[src/rtl/regwin_pkg.sv]
package regwin_pkg;

  typedef enum logic [1:0] {
    REQ_NONE    = 2'd0,
    REQ_SAVE    = 2'd1,
    REQ_RESTORE = 2'd2,
    REQ_FLUSH   = 2'd3
  } win_req_e;

  typedef enum logic [1:0] {
    EXC_NONE  = 2'd0,
    EXC_OVF   = 2'd1,
    EXC_UNF   = 2'd2,
    EXC_CLEAN = 2'd3
  } win_exc_e;

  // next window up, wrapping at n
  function automatic int unsigned win_up(int unsigned w, int unsigned n);
    return (w + 1) % n;
  endfunction

  // next window down, wrapping at n
  function automatic int unsigned win_down(int unsigned w, int unsigned n);
    return (w + n - 1) % n;
  endfunction

endpackage

[src/rtl/regwin_decode.sv]
module regwin_decode
  import regwin_pkg::*;
#(
  parameter int unsigned NWIN = 8,
  localparam int unsigned WW = $clog2(NWIN),
  localparam int unsigned CW = $clog2(NWIN)
) (
  input  logic [1:0]    req,
  input  logic [WW-1:0] cwp,
  input  logic [CW-1:0] can_save,
  input  logic [CW-1:0] can_rest,
  input  logic [CW-1:0] clean_cnt,
  output logic [WW-1:0] win,
  output logic [1:0]    exc,
  output logic          dst_ok,
  output logic          save_ok,
  output logic          rest_ok
);

  localparam logic [CW-1:0] FLUSH_FREE = CW'(NWIN - 2);

  always_comb begin
    win     = cwp;
    exc     = EXC_NONE;
    save_ok = 1'b0;
    rest_ok = 1'b0;
    unique case (win_req_e'(req))
      REQ_SAVE: begin
        if (can_save == '0)
          exc = EXC_OVF;
        else if (clean_cnt == can_rest)
          exc = EXC_CLEAN;
        else begin
          win     = WW'(win_up(32'(cwp), NWIN));
          save_ok = 1'b1;
        end
      end
      REQ_RESTORE: begin
        if (can_rest == '0)
          exc = EXC_UNF;
        else begin
          win     = WW'(win_down(32'(cwp), NWIN));
          rest_ok = 1'b1;
        end
      end
      REQ_FLUSH: begin
        if (can_save != FLUSH_FREE)
          exc = EXC_OVF;
      end
      default: ;
    endcase
    dst_ok = (exc == EXC_NONE);
  end

endmodule

[src/rtl/regwin_state.sv]
module regwin_state
  import regwin_pkg::*;
#(
  parameter int unsigned NWIN = 8,
  parameter int unsigned CLEAN_INIT = NWIN - 1,
  localparam int unsigned WW = $clog2(NWIN),
  localparam int unsigned CW = $clog2(NWIN)
) (
  input  logic          clk,
  input  logic          rst_n,
  input  logic          commit,
  input  logic [WW-1:0] win_in,
  input  logic          do_save,
  input  logic          do_rest,
  output logic [WW-1:0] cwp,
  output logic [CW-1:0] can_save,
  output logic [CW-1:0] can_rest,
  output logic [CW-1:0] clean_cnt
);

  always_ff @(posedge clk) begin
    if (!rst_n) begin
      cwp       <= '0;
      can_save  <= CW'(NWIN - 2);
      can_rest  <= '0;
      clean_cnt <= CW'(CLEAN_INIT);
    end else begin
      clean_cnt <= clean_cnt;
      if (commit) begin
        cwp <= win_in;
        if (do_save) begin
          can_save <= can_save - 1'b1;
          can_rest <= can_rest + 1'b1;
        end else if (do_rest) begin
          can_save <= can_save + 1'b1;
          can_rest <= can_rest - 1'b1;
        end
      end
    end
  end

  // save and restore counts always share NWIN-2 windows
  a_r7_balance: assert property (@(posedge clk) disable iff (!rst_n)
    (32'(can_save) + 32'(can_rest)) == NWIN - 2);

  // without a commit the counters hold
  a_r7_hold: assert property (@(posedge clk) disable iff (!rst_n)
    !commit |=> $stable(can_save) && $stable(can_rest));

  // pointer follows the committed window number
  a_r8_commit: assert property (@(posedge clk) disable iff (!rst_n)
    commit |=> cwp == $past(win_in));

  // pointer holds without a commit
  a_r8_hold: assert property (@(posedge clk) disable iff (!rst_n)
    !commit |=> $stable(cwp));

endmodule

[src/rtl/regwin_ctrl.sv]
module regwin_ctrl
  import regwin_pkg::*;
#(
  parameter int unsigned NWIN = 8,
  parameter int unsigned CLEAN_INIT = NWIN - 1,
  localparam int unsigned WW = $clog2(NWIN),
  localparam int unsigned CW = $clog2(NWIN)
) (
  input  logic          clk,
  input  logic          rst_n,
  input  logic [1:0]    req_code,
  input  logic          accept,
  output logic [WW-1:0] win_num,
  output logic [1:0]    exc_code,
  output logic          dest_en
);

  logic [WW-1:0] cwp_q;
  logic [CW-1:0] can_save_q, can_rest_q, clean_q;
  logic          save_ok, rest_ok;
  logic          do_save, do_rest;

  regwin_decode #(.NWIN(NWIN)) u_decode (
    .req       (req_code),
    .cwp       (cwp_q),
    .can_save  (can_save_q),
    .can_rest  (can_rest_q),
    .clean_cnt (clean_q),
    .win       (win_num),
    .exc       (exc_code),
    .dst_ok    (dest_en),
    .save_ok   (save_ok),
    .rest_ok   (rest_ok)
  );

  assign do_save = accept & save_ok;
  assign do_rest = accept & rest_ok;

  regwin_state #(.NWIN(NWIN), .CLEAN_INIT(CLEAN_INIT)) u_state (
    .clk       (clk),
    .rst_n     (rst_n),
    .commit    (accept),
    .win_in    (win_num),
    .do_save   (do_save),
    .do_rest   (do_rest),
    .cwp       (cwp_q),
    .can_save  (can_save_q),
    .can_rest  (can_rest_q),
    .clean_cnt (clean_q)
  );

  // save with no free window faults and keeps the window
  a_r1_save_full: assert property (@(posedge clk) disable iff (!rst_n)
    (req_code == REQ_SAVE && can_save_q == '0) |-> (exc_code == EXC_OVF && win_num == cwp_q));

  // good save moves exactly one window up
  a_r3_save_step: assert property (@(posedge clk) disable iff (!rst_n)
    (req_code == REQ_SAVE && exc_code == EXC_NONE) |->
      win_num == ((cwp_q == WW'(NWIN - 1)) ? '0 : cwp_q + 1'b1));

  // good restore moves exactly one window down
  a_r4_rest_step: assert property (@(posedge clk) disable iff (!rst_n)
    (req_code == REQ_RESTORE && can_rest_q != '0) |->
      (exc_code == EXC_NONE && win_num == ((cwp_q == '0) ? WW'(NWIN - 1) : cwp_q - 1'b1)));

  // flush never moves the window
  a_r5_flush_still: assert property (@(posedge clk) disable iff (!rst_n)
    req_code == REQ_FLUSH |-> win_num == cwp_q);

  // faults block destination mapping
  a_r6_no_dest: assert property (@(posedge clk) disable iff (!rst_n)
    exc_code != EXC_NONE |-> !dest_en);

  // a fault never moves the counters
  a_r7_fault_freeze: assert property (@(posedge clk) disable iff (!rst_n)
    (accept && exc_code != EXC_NONE) |=> $stable(can_save_q));

endmodule

[config.mk]
export PLATFORM = sky130hd
export DESIGN_NAME = regwin_ctrl
export DESIGN_NICKNAME = d
export VERILOG_FILES = /design/src/rtl/regwin_pkg.sv /design/src/rtl/regwin_decode.sv /design/src/rtl/regwin_state.sv /design/src/rtl/regwin_ctrl.sv
export SDC_FILE = /design/constraint.sdc
export NUM_CORES = 1
export LEC_CHECK = 0
export CORE_MARGIN = 5
export CORE_UTILIZATION = 48
export CTS_BUF_LIST = sky130_fd_sc_hd__clkbuf_16
export CTS_CLUSTER_SIZE = 30
export DETAILED_ROUTE_END_ITERATION = 12
export GPL_TIMING_DRIVEN = 0
export PLACE_DENSITY = 0.82
export RECOVER_POWER = 25
export SLEW_MARGIN = 20
export SYNTH_ARGS = -nofsm -noshare
export SYNTH_HDL_FRONTEND = slang
export SYNTH_HIERARCHICAL = 1
export SYNTH_SLANG_ARGS = --single-unit
[constraint.sdc]
create_clock -name clk -period 2.28 [get_ports clk]
set_input_delay 0.57 -clock clk [delete_from_list [all_inputs] [get_ports clk]]
set_output_delay 0.57 -clock clk [all_outputs]
set_load 0.05 [all_outputs]
Word-level counts from Yosys, hierarchy flattened
Cells that the tools add are included.
- $add $sub $neg: 7
- $mul: 0
- divide/modulo/power cells: 0
- magnitude comparators: 0
- equal/unequal tests: 5
- shifts and indexed selects: 0
- muxes and demuxes: 18
- bitwise gates (word level): 2
- reductions and logical operators: 5
- operator list (cell ; number):
    3-bit two-way mux ; 7
    3-bit by 1-bit adder with 3-bit output (second input constant) ; 4
    3-bit by 1-bit subtractor with 3-bit output (second input constant) ; 3
    3-bit logical NOT ; 2
    1-bit two-way mux ; 6
    2-bit two-way mux ; 3
    2-bit one-hot mux with 3 select lines ; 1
    3-bit one-hot mux with 2 select lines ; 1
    2-bit == test (second input constant) ; 2
    3-bit == test (first input constant) ; 1
    3-bit != test (second input constant) ; 1
    1-bit AND ; 2
    2-bit by 1-bit == test with 1-bit output (second input constant) ; 1
    2-bit logical NOT ; 1
    2-bit AND reduction ; 1
    2-bit nonzero test ; 1
- flip-flop bits (word level): 9
- latch bits: 0
- memory bits (writable): 0
- ROM bits: 0
- input port bits: 5
- logic and storage cells: 40
- memories: 0

Longest topological paths before layout
- depth after elaboration: 7
- depth in mapped cells: 10

Modules after synthesis
The synthesis kept the hierarchy.
- by module, submodules not included (module ; times used ; cells an instance ; area an instance (um^2) ; sequential area each (um^2)):
    regwin_state ; 1 ; 44 ; 456.7 ; 180.2
    regwin_decode ; 1 ; 47 ; 340.3 ; 0.0
    regwin_ctrl ; 1 ; 2 ; 12.5 ; 0.0

Least setup slack after synthesis
No wires, ideal clock.
- path type: input to output
- start: in req_code[0]
- end: out win_num[0]
- arrival: 1.811 ns
- required time: 1.710 ns
- setup slack: -0.101 ns
- stages on the path: 5
- path buffers: 0
- cell sequence: inv_1 -> ha_1 -> o31a_1 -> a21oi_1 -> o2bb2ai_1
- word-level cells in the longest chain between the ends: 2
- RTL lines (item ; RTL line ; source):
    start: declaration ; regwin_ctrl.sv:11 ; input logic [1:0] req_code,
    2-bit == test / 2-bit by 1-bit == test with 1-bit output (equally long branches) ; regwin_decode.sv:27 ; unique case (win_req_e'(req))
    3-bit one-hot mux with 2 select lines (*) ; regwin_decode.sv:27 ;
    end: declaration ; regwin_ctrl.sv:13 ; output logic [WW-1:0] win_num,
Every way passes the cells marked *; elsewhere a longest branch is shown, timed or not.

Worst setup path in the final report
- start: in req_code[0]
- end: out win_num[1]
The elaborated chain is that of the path after synthesis.

==> flow_summary.yaml <==
routing:
  topRoutingLayerUsed: "met4"
  drt-wirelength-per-cell_um: 14.91
  ant_nets: 0
  wl_met3_um: 131
  wl_met2_um: 943
  vias: 765
  wl_um: 1938
  met1_length_um: 823
  drtIter0Drc: 10
  dr.pass1.iters: 4
  vias_per_cell: 5.885
  remaining_drc_errors: 0
cts:
  cts_root_buf: "clkbuf_16"
  clk_path_buf_depth: 2
  h-tree-depth: 1
  cts-buffers-inserted: 3
  clk_latency_ps: 230
  cts_tree: "built"
  cts_sinks: 9
  clk_pin_slew_ps: 40
  holdBufCountCts: 0
sta:
  finalCritPeriodShare_pct: 99.23
  drv_slew: 0
  grt_setup_unrepaired: "true"
  tns_ps: 0
  setup_viol: 0
  layout_setup_ws_ps: 17.67
  period_needed_ps: 2262
  fmax_mhz: 442.0
  finClkSkew_ps: 0.7734
  hold_viol: 0
logic_synthesis:
  synth_area_um2: 809.5
  synth-compound-area-share_pct: 22.10
  yosysTopAreaCellShare_pct: 22.26
  ys_ff_latch: 9
  synthTopCellsByArea: "dfxtp_1, ha_1, mux2i_1, xnor2_1, inv_1"
  synth_fa_ha_area_share_pct: 14.22
  seq_area_frac_synth_pct: 22.26
  synth_xor_xnor_area_share_pct: 5.410
  synth_top_family_by_area: "compound AO/OA/AOI/OAI gates"
  synth.distinct_cells: 33
  synth_cells: 93
  yosysWarnings: 6
  yosys.area.top_type: "dfxtp_1"
  yosys.area_share.simple_pct: 20.56
  syn-mean-instance-area_um2: 8.705
  yosys-mux-area-fraction_pct: 6.182
die:
  core_mm2: 0.001559
  die-area_mm2: 0.002608
  start_util_pct: 51.93
  ioPinCount: 11
  fp.dieW_um: 51.07
  num_rows: 14
  die_h_um: 51.07
power_and_ir_drop:
  p_per_area_mw_per_mm2: 527.0
  clkPwrFrac_pct: 47.4
  switching_power_uw: 174.5
  seqPwrFrac_pct: 26.9
  ir_drop_mv: 0.5765
  intPower_uw: 465.1
  sw_frac_of_total_pct: 27.28
  pwr-share-comb_pct: 25.8
  p_leak_nw: 0.5064
critical_path:
  worstReg2RegStart: "u_state/can_rest[1]$_SDFFE_PN0P_"
  crit_path_start_kind: "input port"
  cpMostUsedCell: "buf_6"
  crit_type: "input port to output pin"
  cp_cell_sequence: "buf_6, inv_4, ha_4, o31a_1, nor2b_2, a31o_1, a22o_1, buf_6"
  slowest_stage: "a22o_1"
  rrSetupSlack_ps: 70
  cp_slowest_stage_delay_ps: 210
  critPathArrivalTime_ps: 1690
  cp_max_fo: 4
  r2r_end: "u_state/can_rest[2]$_SDFFE_PN0P_"
  ff2ff_path_depth: 9
  cp_data_required_time_ps: 1710
  critPathCaptureType: "output pin"
cells_and_area:
  syn2layout_area_growth_pct: 49.92
  final_cell_mix: "buf_4, inv_1, buf_6, mux2i_1"
  drive_above_1_share_pct: 43.86
  antenna_cells: 0
  layout_commonest_cell: "buf_4"
  fin_nets: 128
  final_cells: 130
min_path:
  min_from: "u_state/can_save[2]$_SDFFE_PN1P_"
  hp-class: "flip-flop to flip-flop"
  min_to: "u_state/can_save[2]$_SDFFE_PN1P_"
  hold_depth: 2
outcome:
  status: "finished clean"
placement:
  place.port_buffers: 10
  dpl_worst_slack_ps: -1081
  post-dp-hpwl_um: 1196
  dp.cells: 121
  gp_congestion: 0.7545
grt:
  grt_pass1_wl_um: 2932
  grt_overflow: 0
  track_usage_pct: 14.95
  grt_max_degree: 10
  antenna_found_initial: 0
  first_global_vias: 699
run:
  cap_violations: 0
-- how the worst max path moves through the flow --
| stage | start | end | slack, ps | cells after the start |
|---|---|---|---|---|
| 2_1_floorplan | req_code[1] | u_state/can_rest[2]$_SDFFE_PN0P_ | 20 | 9 |
| 3_3_place_gp | req_code[0] | win_num[2] | -1030 | 8 |
| 3_5_place_dp | req_code[0] | win_num[2] | -1080 | 8 |
| 4_1_cts | req_code[1] | win_num[1] | 0.7 | 7 |
| 5_1_grt | u_state/can_rest[2]$_SDFFE_PN0P_ | u_state/can_rest[2]$_SDFFE_PN0P_ | -30 | 9 |
| 6_report | req_code[0] | win_num[1] | 20 | 8 |
-- kinds of logic (layout without fill, tap and decap cells) --
family | count (synthesis) | after routing
muxes | 5 | 5
adders and majority gates | 8 | 8
and+or+nand+nor | 29 | 29
DFF | 9 | 9
other | 1 | 3
buffers and inverters | 15 | 34
xor gates and xnor gates | 5 | 5
AOI/OAI and AO/OA | 21 | 21
-- layer usage --
metal / up-vias / track usage, %
met5: - / 0
met4: 0 / 10.76
met3: 6 / 1.163
met2: 34 / 25.54
met1: 362 / 17.55
li1: 363 / -
-- flip-flops by register name, indices dropped and copies added, names as in the netlist --
register,flops
u_state/cwp,3
u_state/can_save,3
u_state/can_rest,3
-- power by group through the flow --
stage	combinational [mW]	sequential, mW	clock, mW
final	0.165	0.172	0.303
after global routing	0.177	0.173	0.324
after CTS	0.142	0.172	0.310
after detailed placement	0.131	0.174	0
after global placement	0.128	0.174	0
after floorplan	0.0967	0.172	0
-- cells in the mapped netlist (all sizes together) --
| cell type | number |
|---|---|
| a21boi | 1 |
| a21o | 2 |
| a21oi | 3 |
| a22o | 1 |
| a311oi | 1 |
| a31o | 1 |
| a31oi | 1 |
| and2 | 5 |
| and3 | 1 |
| buf | 4 |
| conb | 1 |
| dfxtp | 9 |
| fa | 2 |
| ha | 6 |
| inv | 11 |
| mux2i | 5 |
| nand2 | 3 |
| nand3 | 4 |
| nand4 | 2 |
| nand4bb | 2 |
| nor2 | 4 |
| nor2b | 5 |
| nor3 | 2 |
| o211a | 1 |
| o211ai | 3 |
| o21a | 2 |
| o21ai | 3 |
| o2bb2ai | 1 |
| o31a | 1 |
| or3 | 1 |
| xnor2 | 5 |
-- worst max-delay path: cells and delay by family --
family / cells / cell delay [ps]
buffers and inverters: 3 / 310
AO/OA/AOI/OAI: 3 / 510
AND/OR/NAND/NOR: 1 / 160
adder cells (fa/ha/maj): 1 / 160
-- cell type report --
class                           instances  area (um^2)
Sequential cell                         9        196.4
Tap cell                               16        20.02
Multi-Input combinational cell         71        713.2
Timing Repair Buffer                   15        128.9
Fill cell                              91        345.3
Clock inverter                          1        3.754
Inverter                               11        46.29
Clock buffer                            3        75.07
Buffer                                  4        30.03
-- through the flow --
stage / cell area [um^2] / util [%] / total power [mW] / hold slack (ps)
global route: 1214 / 77.85 / 0.6732 / 546.2
CTS: 1107 / 71.03 / 0.6239 / 563.1
global placement: 953.4 / 61.16 / 0.3014 / 510.7
floorplan: 833.3 / - / 0.2686 / 489.2
finish: 1214 / 77.85 / 0.6396 / 531.4
detailed placement: 953.4 / 61.16 / 0.3043 / 521.1
-- timing repair --
action | CTS | global route
resized for setup | 64 | 18
endpoints found under the setup margin | 10 | 5
pin swaps | 7 | 10
setup buffers | 2 | 3
Power figures use the tool's default switching activity.
